==> src/rtl/tbuf_pkg.sv <==
package tbuf_pkg;
    typedef enum logic [1:0] {
        ST_LOCKED  = 2'd0,
        ST_READY   = 2'd1,
        ST_DRAINED = 2'd2
    } rd_state_e;

    localparam logic [1:0] ADDR_DATA  = 2'd0;
    localparam logic [1:0] ADDR_COUNT = 2'd2;
    localparam logic [1:0] BE_WORD    = 2'b11;
    localparam int unsigned LINE_W    = 64;
    localparam int unsigned WORD_W    = 16;
endpackage

==> src/rtl/tbuf_store.sv <==
module tbuf_store #(
    parameter int unsigned DEPTH = 64,
    localparam int unsigned AW   = $clog2(DEPTH)
) (
    input  logic          clk,
    input  logic          wr_en,
    input  logic [AW-1:0] wr_addr,
    input  logic [63:0]   wr_line,
    input  logic [AW-1:0] rd_addr,
    output logic [63:0]   rd_line
);
    // No reset: contents must outlive a system reset.
    logic [63:0] mem_q [DEPTH];

    always_ff @(posedge clk) begin
        if (wr_en) mem_q[wr_addr] <= wr_line;
    end

    assign rd_line = mem_q[rd_addr];
endmodule

==> src/rtl/tbuf_session.sv <==
module tbuf_session #(
    parameter int unsigned DEPTH = 64,
    localparam int unsigned AW   = $clog2(DEPTH),
    localparam int unsigned CW   = $clog2(DEPTH + 1)
) (
    input  logic          clk,
    input  logic          rst_n,
    input  logic          arm,
    input  logic          cap_valid,
    output logic          cap_we,
    output logic [AW-1:0] wr_ptr,
    output logic [CW-1:0] line_cnt,
    output logic          wrapped
);
    logic arm_q;
    logic start;

    always_ff @(posedge clk or negedge rst_n) begin
        if (!rst_n) arm_q <= 1'b0;
        else        arm_q <= arm;
    end

    assign start  = arm & ~arm_q;
    assign cap_we = arm & arm_q & cap_valid;

    // Session state is retained through system reset on purpose.
    always_ff @(posedge clk) begin
        if (start) begin
            wr_ptr   <= '0;
            line_cnt <= '0;
            wrapped  <= 1'b0;
        end else if (cap_we) begin
            wr_ptr <= wr_ptr + 1'b1;
            if (wr_ptr == AW'(DEPTH - 1)) wrapped <= 1'b1;
            if (line_cnt != CW'(DEPTH))   line_cnt <= line_cnt + 1'b1;
        end
    end
endmodule

==> src/rtl/tbuf_rd_fsm.sv <==
module tbuf_rd_fsm
    import tbuf_pkg::*;
#(
    parameter int unsigned DEPTH = 64,
    localparam int unsigned AW   = $clog2(DEPTH),
    localparam int unsigned CW   = $clog2(DEPTH + 1)
) (
    input  logic          clk,
    input  logic          rst_n,
    input  logic          arm,
    input  logic          secure,
    input  logic [1:0]    bus_addr,
    input  logic [1:0]    bus_be,
    input  logic          bus_rd,
    input  logic          bus_wr,
    input  logic [63:0]   rd_line,
    input  logic [CW-1:0] line_cnt,
    input  logic [AW-1:0] wr_ptr,
    input  logic          wrapped,
    output logic [AW-1:0] rd_addr,
    output logic [15:0]   bus_rdata
);
    rd_state_e     state_q, state_d;
    logic [CW-1:0] line_off_q;
    logic [1:0]    word_idx_q;
    logic          data_hit, cnt_hit, unlock, fetch, last_word;
    logic [AW-1:0] oldest;
    rd_state_e     open_state;

    assign data_hit   = (bus_addr == ADDR_DATA)  && (bus_be == BE_WORD);
    assign cnt_hit    = (bus_addr == ADDR_COUNT) && (bus_be == BE_WORD);
    assign unlock     = bus_wr && data_hit && !arm && !secure;
    assign fetch      = bus_rd && data_hit && !arm && !secure && (state_q == ST_READY);
    assign last_word  = (word_idx_q == 2'd3) && ((line_off_q + 1'b1) == line_cnt);
    assign oldest     = wrapped ? wr_ptr : '0;
    assign rd_addr    = oldest + line_off_q[AW-1:0];
    assign open_state = (line_cnt == '0) ? ST_DRAINED : ST_READY;

    always_ff @(posedge clk or negedge rst_n) begin
        if (!rst_n) state_q <= ST_LOCKED;
        else        state_q <= state_d;
    end

    always_comb begin
        state_d = state_q;
        unique case (state_q)
            ST_LOCKED: begin
                if (unlock) state_d = open_state;
            end
            ST_READY: begin
                if (arm)                    state_d = ST_LOCKED;
                else if (unlock)            state_d = open_state;
                else if (fetch && last_word) state_d = ST_DRAINED;
            end
            ST_DRAINED: begin
                if (arm)         state_d = ST_LOCKED;
                else if (unlock) state_d = open_state;
            end
            default: state_d = ST_LOCKED;
        endcase
    end

    always_ff @(posedge clk or negedge rst_n) begin
        if (!rst_n) begin
            line_off_q <= '0;
            word_idx_q <= '0;
            bus_rdata  <= '0;
        end else begin
            if (unlock) begin
                line_off_q <= '0;
                word_idx_q <= '0;
            end else if (fetch) begin
                word_idx_q <= word_idx_q + 1'b1;
                if (word_idx_q == 2'd3) line_off_q <= line_off_q + 1'b1;
            end
            if (bus_rd) begin
                if (secure)       bus_rdata <= '0;
                else if (cnt_hit) bus_rdata <= 16'(line_cnt);
                else if (fetch)   bus_rdata <= rd_line[{word_idx_q, 4'b0000} +: 16];
                else              bus_rdata <= '0;
            end
        end
    end
endmodule

==> src/rtl/tbuf_readout.sv <==
module tbuf_readout
    import tbuf_pkg::*;
#(
    parameter int unsigned DEPTH = 64,
    localparam int unsigned AW   = $clog2(DEPTH),
    localparam int unsigned CW   = $clog2(DEPTH + 1)
) (
    input  logic        clk,
    input  logic        rst_n,
    input  logic        arm,
    input  logic        secure,
    input  logic        cap_valid,
    input  logic [62:0] cap_data,
    input  logic        cap_is_read,
    input  logic [1:0]  bus_addr,
    input  logic [1:0]  bus_be,
    input  logic        bus_rd,
    input  logic        bus_wr,
    output logic [15:0] bus_rdata
);
    logic          cap_we;
    logic [AW-1:0] wr_ptr;
    logic [AW-1:0] rd_addr;
    logic [CW-1:0] line_cnt;
    logic          wrapped;
    logic [63:0]   rd_line;

    tbuf_session #(.DEPTH(DEPTH)) u_session (
        .clk      (clk),
        .rst_n    (rst_n),
        .arm      (arm),
        .cap_valid(cap_valid),
        .cap_we   (cap_we),
        .wr_ptr   (wr_ptr),
        .line_cnt (line_cnt),
        .wrapped  (wrapped)
    );

    tbuf_store #(.DEPTH(DEPTH)) u_store (
        .clk    (clk),
        .wr_en  (cap_we),
        .wr_addr(wr_ptr),
        .wr_line({cap_is_read, cap_data}),
        .rd_addr(rd_addr),
        .rd_line(rd_line)
    );

    tbuf_rd_fsm #(.DEPTH(DEPTH)) u_rd (
        .clk      (clk),
        .rst_n    (rst_n),
        .arm      (arm),
        .secure   (secure),
        .bus_addr (bus_addr),
        .bus_be   (bus_be),
        .bus_rd   (bus_rd),
        .bus_wr   (bus_wr),
        .rd_line  (rd_line),
        .line_cnt (line_cnt),
        .wr_ptr   (wr_ptr),
        .wrapped  (wrapped),
        .rd_addr  (rd_addr),
        .bus_rdata(bus_rdata)
    );
endmodule

==> config.mk <==
export PLATFORM = sky130hd
export DESIGN_NAME = tbuf_readout
export DESIGN_NICKNAME = d
export VERILOG_FILES = /design/src/rtl/tbuf_pkg.sv /design/src/rtl/tbuf_store.sv /design/src/rtl/tbuf_session.sv /design/src/rtl/tbuf_rd_fsm.sv /design/src/rtl/tbuf_readout.sv
export SDC_FILE = /design/constraint.sdc
export NUM_CORES = 2
export LEC_CHECK = 0
export ABC_CLOCK_PERIOD_IN_PS = 6440
export BUFFER_PORTS_ARGS = -buffer_cell sky130_fd_sc_hd__buf_4
export CAP_MARGIN = 10
export CORE_MARGIN = 1.5
export CORE_UTILIZATION = 50
export CTS_CLUSTER_SIZE = 8
export DETAILED_ROUTE_END_ITERATION = 7
export GPL_TIMING_DRIVEN = 0
export HOLD_SLACK_MARGIN = 0.05
export PLACE_DENSITY_LB_ADDON = 0.05
export REMOVE_ABC_BUFFERS = 1
export SLEW_MARGIN = 20
export SYNTH_ARGS = -nofsm -noshare
export SYNTH_HDL_FRONTEND = slang
export SYNTH_HIERARCHICAL = 1
export SYNTH_SLANG_ARGS = --single-unit
==> constraint.sdc <==
create_clock -name clk -period 6.44 [get_ports clk]
set_input_delay 0.322 -clock clk [delete_from_list [all_inputs] [get_ports clk]]
set_output_delay 0.322 -clock clk [all_outputs]
set_load 0.1 [all_outputs]
# After elaboration in Yosys (flattened, before gate mapping)

Memory sizes are Yosys's and may differ from the RTL's.
Index checks and enable logic that the tools add are counted.

$add $sub $neg: 5
Equality and inequality tests: 9
Shift operators: 1
Mux-type cells: 18
Bitwise operators: 4
Reductions and logical operators: 21

Operator list:

| kind                                          | count |
|---|---|
| indexed part select 64 x 7 -> 16 bit          | 1 |
| two-way mux 16 bit                            | 3 |
| two-way mux 7 bit                             | 3 |
| two-way mux 2 bit                             | 8 |
| adder 7 x 1 -> 7 bit, second input constant   | 2 |
| logical AND 1 bit                             | 11 |
| == test 2 bit, second input constant          | 4 |
| == test 7 bit                                 | 1 |
| zero test 7 bit                               | 1 |
| != test 7 bit, second input constant          | 1 |
| adder 6 x 1 -> 6 bit, second input constant   | 1 |
| adder 6 bit                                   | 1 |
| == test 6 bit, second input constant          | 1 |
| two-way mux 6 bit                             | 1 |
| case mux 2 bit (3 select lines)               | 1 |
| AND reduction 2 bit                           | 3 |
| zero test 2 bit                               | 2 |
| != test 4 x 3 -> 1 bit, second input constant | 1 |
| nonzero test 2 bit                            | 2 |
| AND 1 bit                                     | 3 |
| adder 2 x 1 -> 2 bit, second input constant   | 1 |
| == test 2 x 1 -> 1 bit, second input constant | 1 |
| zero test 1 bit                               | 2 |
| two-way mux 1 bit                             | 2 |
| NOT 1 bit                                     | 1 |

Flip-flop bits (word level): 42
Bits in writable memories: 4096
Input bits: 75
Word-level logic and storage cells: 67
Memories kept: 1

Memories:

| memory        | depth | width | rd ports | clocked after Yosys merged registers in | wr ports | RTL line         | source |
|---|---|---|---|---|---|---|---|
| u_store.mem_q | 64    | 64    | 1        | 0                                       | 1        | tbuf_store.sv:13 | `logic [63:0] mem_q [DEPTH];` |

# Depth between registers and ports, before layout

Depth after elaboration: 11
Depth in mapped cells: 17
Depth with buffers taken out: 15

# Cells and area by module

The synthesis kept the hierarchy.

Modules (own cells, without submodules):

| module       | times used | cells each | area each (um^2) | seq. area each (um^2) |
|---|---|---|---|---|
| tbuf_store   | 1          | 6534       | 155067.5         | 122998.0 |
| tbuf_rd_fsm  | 1          | 207        | 2069.5           | 675.6 |
| tbuf_session | 1          | 71         | 670.6            | 305.3 |

# Worst setup path after synthesis

Ideal clock, no wire load.

Path kind: flip-flop to flip-flop
Start point: reg u_session.arm_q
End point: mem u_store.mem_q[48][0], enable pin
Library setup time: 0.564 ns
Data arrival time: 5.216 ns
Data required time: 5.876 ns
Setup slack: 0.660 ns
Cell stages (with the launch flop): 5
Buffers on the path: 0
Period minus slack after synthesis: 5.780 ns
Path through: dfrtp_1 nand3_1 inv_2 nand4b_1 nor3_1

Cells in the longest elaborated chain, start to end: 4

RTL lines:

| item                                    | RTL line           | source |
|---|---|---|
| from (decl)                             | tbuf_session.sv:15 | `logic arm_q;` |
| from (signal assigned)                  | tbuf_session.sv:20 | `else arm_q <= arm;` |
| AND 1 bit (2 in series)                 | tbuf_session.sv:24 | `assign cap_we = arm & arm_q & cap_valid;` |
| named net cap_we                        | tbuf_readout.sv:21 | `logic cap_we;` |
| two-way mux 1 bit                       | tbuf_store.sv:16   | `if (wr_en) mem_q[wr_addr] <= wr_line;` |
| two-way mux 1 bit (not written as such) | tbuf_store.sv:16   |  |
| to (decl)                               | tbuf_store.sv:13   |  |

The timed path passes the listed nets, and every way through them passes these cells.

# Worst setup path after layout

Start point: reg u_session.wr_ptr[0]
End point: reg u_rd.bus_rdata[4]

Cells in the longest elaborated chain, start to end: 7

RTL lines:

| item                                 | RTL line           | source |
|---|---|---|
| from (decl)                          | tbuf_session.sv:11 | `output logic [AW-1:0] wr_ptr,` |
| from (signal assigned)               | tbuf_session.sv:33 | `wr_ptr <= wr_ptr + 1'b1;` |
| two-way mux 6 bit                    | tbuf_rd_fsm.sv:35  | `assign oldest = wrapped ? wr_ptr : '0;` |
| adder 6 bit                          | tbuf_rd_fsm.sv:36  | `assign rd_addr = oldest + line_off_q[AW-1:0];` |
| named net rd_addr[1]                 | tbuf_readout.sv:23 | `logic [AW-1:0] rd_addr;` |
| memory (64 x 64 bit)                 | n/a                |  |
| named net rd_line[52]                | tbuf_readout.sv:26 | `logic [63:0] rd_line;` |
| indexed part select 64 x 7 -> 16 bit | tbuf_rd_fsm.sv:79  | `else if (fetch) bus_rdata <= rd_line[{word_idx_q, 4'b0000} +: 16];` |
| two-way mux 16 bit                   | tbuf_rd_fsm.sv:79  |  |
| two-way mux 16 bit                   | tbuf_rd_fsm.sv:78  | `else if (cnt_hit) bus_rdata <= 16'(line_cnt);` |
| two-way mux 16 bit                   | tbuf_rd_fsm.sv:77  | `if (secure) bus_rdata <= '0;` |
| to (signal assigned)                 | tbuf_rd_fsm.sv:78  |  |
| to (signal assigned)                 | tbuf_rd_fsm.sv:79  |  |
| to (decl)                            | tbuf_rd_fsm.sv:21  | `output logic [15:0] bus_rdata` |

The timed path passes the listed nets, and every way through them passes these cells.
A chain may end at the register's enable or synchronous reset.

==> results.cfg <==
[status]
status = finished, final reports clean

[sta]
slew_headroom_pct = 16.29
period_needed_ns = 6.258
skew_ns = 0.05093
hold_viol = 0
setup-tns-final_ns = 0
finalCritPeriodShare_pct = 97.17
slew_violations = 0
layout_setup_ws_ns = 0.1821
fmax_mhz = 159.8
worst_pin_slew_ns = 1.248
rsz0062_at_grt = no
setup_violations = 0

[critical_path]
crit_required_ns = 7.32
crit_start = u_session/wr_ptr[0]
cp.arrival_ns = 7.14
r2r-end = u_rd/bus_rdata[4]
worstSetupStartpointType = flip-flop
worstSetupPathType = reg -> reg
r2r_cells = 16
reg2reg_slack_ns = 0.18
worstPathMaxFanout = 39
cp-end-kind = flip-flop
r2r-start = u_session/wr_ptr[0]

[floorplanning]
rows = 206
die_w_um = 564.8
fp.dieH_um = 564.8
dieArea_mm2 = 0.3190
num_io_pins = 91
start_util_pct = 50.19
core_area_mm2 = 0.3145

[global_routing]
grt_pass1_vias = 80269
grt_max_degree = 65
track_usage_pct = 28.43
gr-total-overflow = 0
grt_pass1_wl_mm = 626.8
antenna_found_initial = 24

[place]
dp_slack_ns = -0.4934
io_buffers = 90
place_hpwl_mm = 292.5
placed_area_mm2 = 0.1741
place_congestion = 0.7122

[flow_run]
cap_violations = 0

[drt]
first_pass_iters = 5
wl_met1_mm = 178.8
route.met3.wl_mm = 35.38
top_layer = met5
met2WireLength_mm = 220.0
vias_per_cell = 6.600
wl_per_cell_um = 37.59
vias = 78991
drc = 0
wl_mm = 449.9
ant_nets = 0
first_iter_violations = 9840

[min_path]
min-delay-start = cap_valid
hold-path-cell-count = 5
min_path_type = in -> reg
min_to = u_session/wr_ptr[2]

[synth]
async_flop_share_pct = 0.6767
syn_area_per_cell_um2 = 23.17
synth_common_cells = 4096 x edfxtp_1, 1040 x mux4_2, 177 x buf_2
synth_cell_type_count = 64
yosys.cell_count.top_type = edfxtp_1
synth-seq-area-share_pct = 78.56
synthesis.instances = 6812
ys.flop_type = edfxtp_1
netlist_area_mm2 = 0.1578
synth.area.top_cells = edfxtp_1 78%, mux4_2 15%, mux2i_1 0.88%
synth_top_cell_by_area = edfxtp_1
ys_warn_count = 6
synthDominantCellAreaShare_pct = 77.94
synth_edf_count = 4096
ys_ff_latch = 4138

[cts]
cts_root_buf = clkbuf_16
clkLatencyLatePin_ns = 1.02
cts_tree = yes
clk_pin_slew_ns = 0.05
htree_levels = 6
cts_num_sinks = 4138
cts_made_buffers = 587
cts_max_path_buffers = 4

[pwr]
p_leak_nw = 59.49
power_mw = 59.65
power_density_mw_per_mm2 = 312.1
vdd_drop_max_uv = 264.9

[finish]
fin_area_mm2 = 0.1911
drive_gt1_share_pct = 31.22
syn_to_final_growth_pct = 21.10
nets = 7791
[metrics by stage]
stage / std cells / hold slack (ns) / utilization, %
final: 11968 / 0.2657 / 60.77
after detailed placement: 11191 / 0.3303 / 55.36
after global routing: 11964 / 0.2815 / 60.77
after CTS: 11960 / 0.1923 / 60.75
after global placement: 10676 / 0.3226 / 51.47
after floorplan: 6426 / 0.02641 / -
[worst max-delay path, cell delays in order, from the launching register on]
cell	delay (ns)
dfxtp_1	0.47
and2_1	0.27
ha_4	0.17
fa_4	0.82
buf_12	0.24
buf_12	0.27
buf_16	0.27
buf_16	0.29
buf_12	0.26
buf_16	0.30
mux4_2	0.52
or3_1	0.31
a41oi_1	0.49
a211oi_1	0.16
mux4_2	0.71
a22oi_1	0.24
o22ai_1	0.10
[area by class of cell]
type	count	area, um^2
flip-flops and latches	4138	124000
clock buffers	635	15060
clock inverters	51	1015
well taps	4160	5205
fillers	21507	123400
diodes	6	15.01
multi-input cells	2245	32500
inverters	43	161.4
repair buffers	690	13160
[cells by family after synthesis]
group                    Yosys count  share of synthesized area, %
AO/OA/AOI/OAI                    570                         2.722
multiplexers                    1182                         15.75
XOR/XNOR                          15                       0.08325
adder cells (fa/ha/maj)           11                       0.09197
AND/OR/NAND/NOR                  467                         1.517
buffers and inverters            429                         1.277
flip-flops                      4138                         78.56
[state kept, by name (all words and copies together) (netlist names)]
register	cells
u_rd/bus_rdata	16
u_rd/line_off_q	7
u_rd/state_q	2
u_rd/word_idx_q	2
u_session/arm_q	1
u_session/line_cnt	7
u_session/wr_ptr	6
u_session/wrapped	1
u_store/mem_q	4096
[where the power goes]
part | internal (mW) | switching (mW) | total (mW)
registers | 29.7 | 0.0225 | 29.7
logic | 1.02 | 1.39 | 2.42
clock network | 16.5 | 11.0 | 27.5
[layout by cell type, fill, tap and decap left out, types with 13 or more instances in the layout]
master / instances
clkbuf_16: 598
a41oi_1: 26
mux4_2: 1040
buf_16: 223
inv_1: 42
buf_12: 255
dfrtp_1: 26
a211oi_1: 58
nand2_1: 77
dfxtp_1: 14
buf_6: 15
edfxtp_1: 4096
a31oi_1: 23
inv_16: 16
o21ai_0: 14
o22ai_1: 90
a22o_1: 90
o221ai_1: 38
clkbuf_1: 39
or3_1: 31
dlygate4sd3_1: 80
clkinv_16: 13
or2_2: 28
buf_4: 111
nor2_1: 53
a22oi_1: 175
nor2_4: 65
and3_1: 67
a2bb2oi_1: 19
nand3_1: 53
mux2i_1: 139
nor2b_1: 27
[per-layer routing]
layer / global-route usage, % / vias up
li1: - / 30941
met1: 39.91 / 43475
met2: 46.29 / 3723
met3: 4.241 / 844
met4: 9.240 / 8
met5: 0 / -
[how the worst max path moves through the flow]
stage,endpoint
after floorplan,u_rd/bus_rdata[3]
after global placement,u_rd/bus_rdata[1]
after detailed placement,u_rd/bus_rdata[3]
after CTS,u_rd/bus_rdata[3]
after global routing,u_rd/bus_rdata[3]
final,u_rd/bus_rdata[4]
[what timing repair did]
action	4_1_cts	5_1_grt
hold endpoints to repair	4166	0
gates resized for setup	2	1
pin swaps	1	0
setup buffers	2	0
gates cloned	0	2
setup endpoints to repair	4	2
hold buffers	81	0
(Power assumes the default switching activity.)
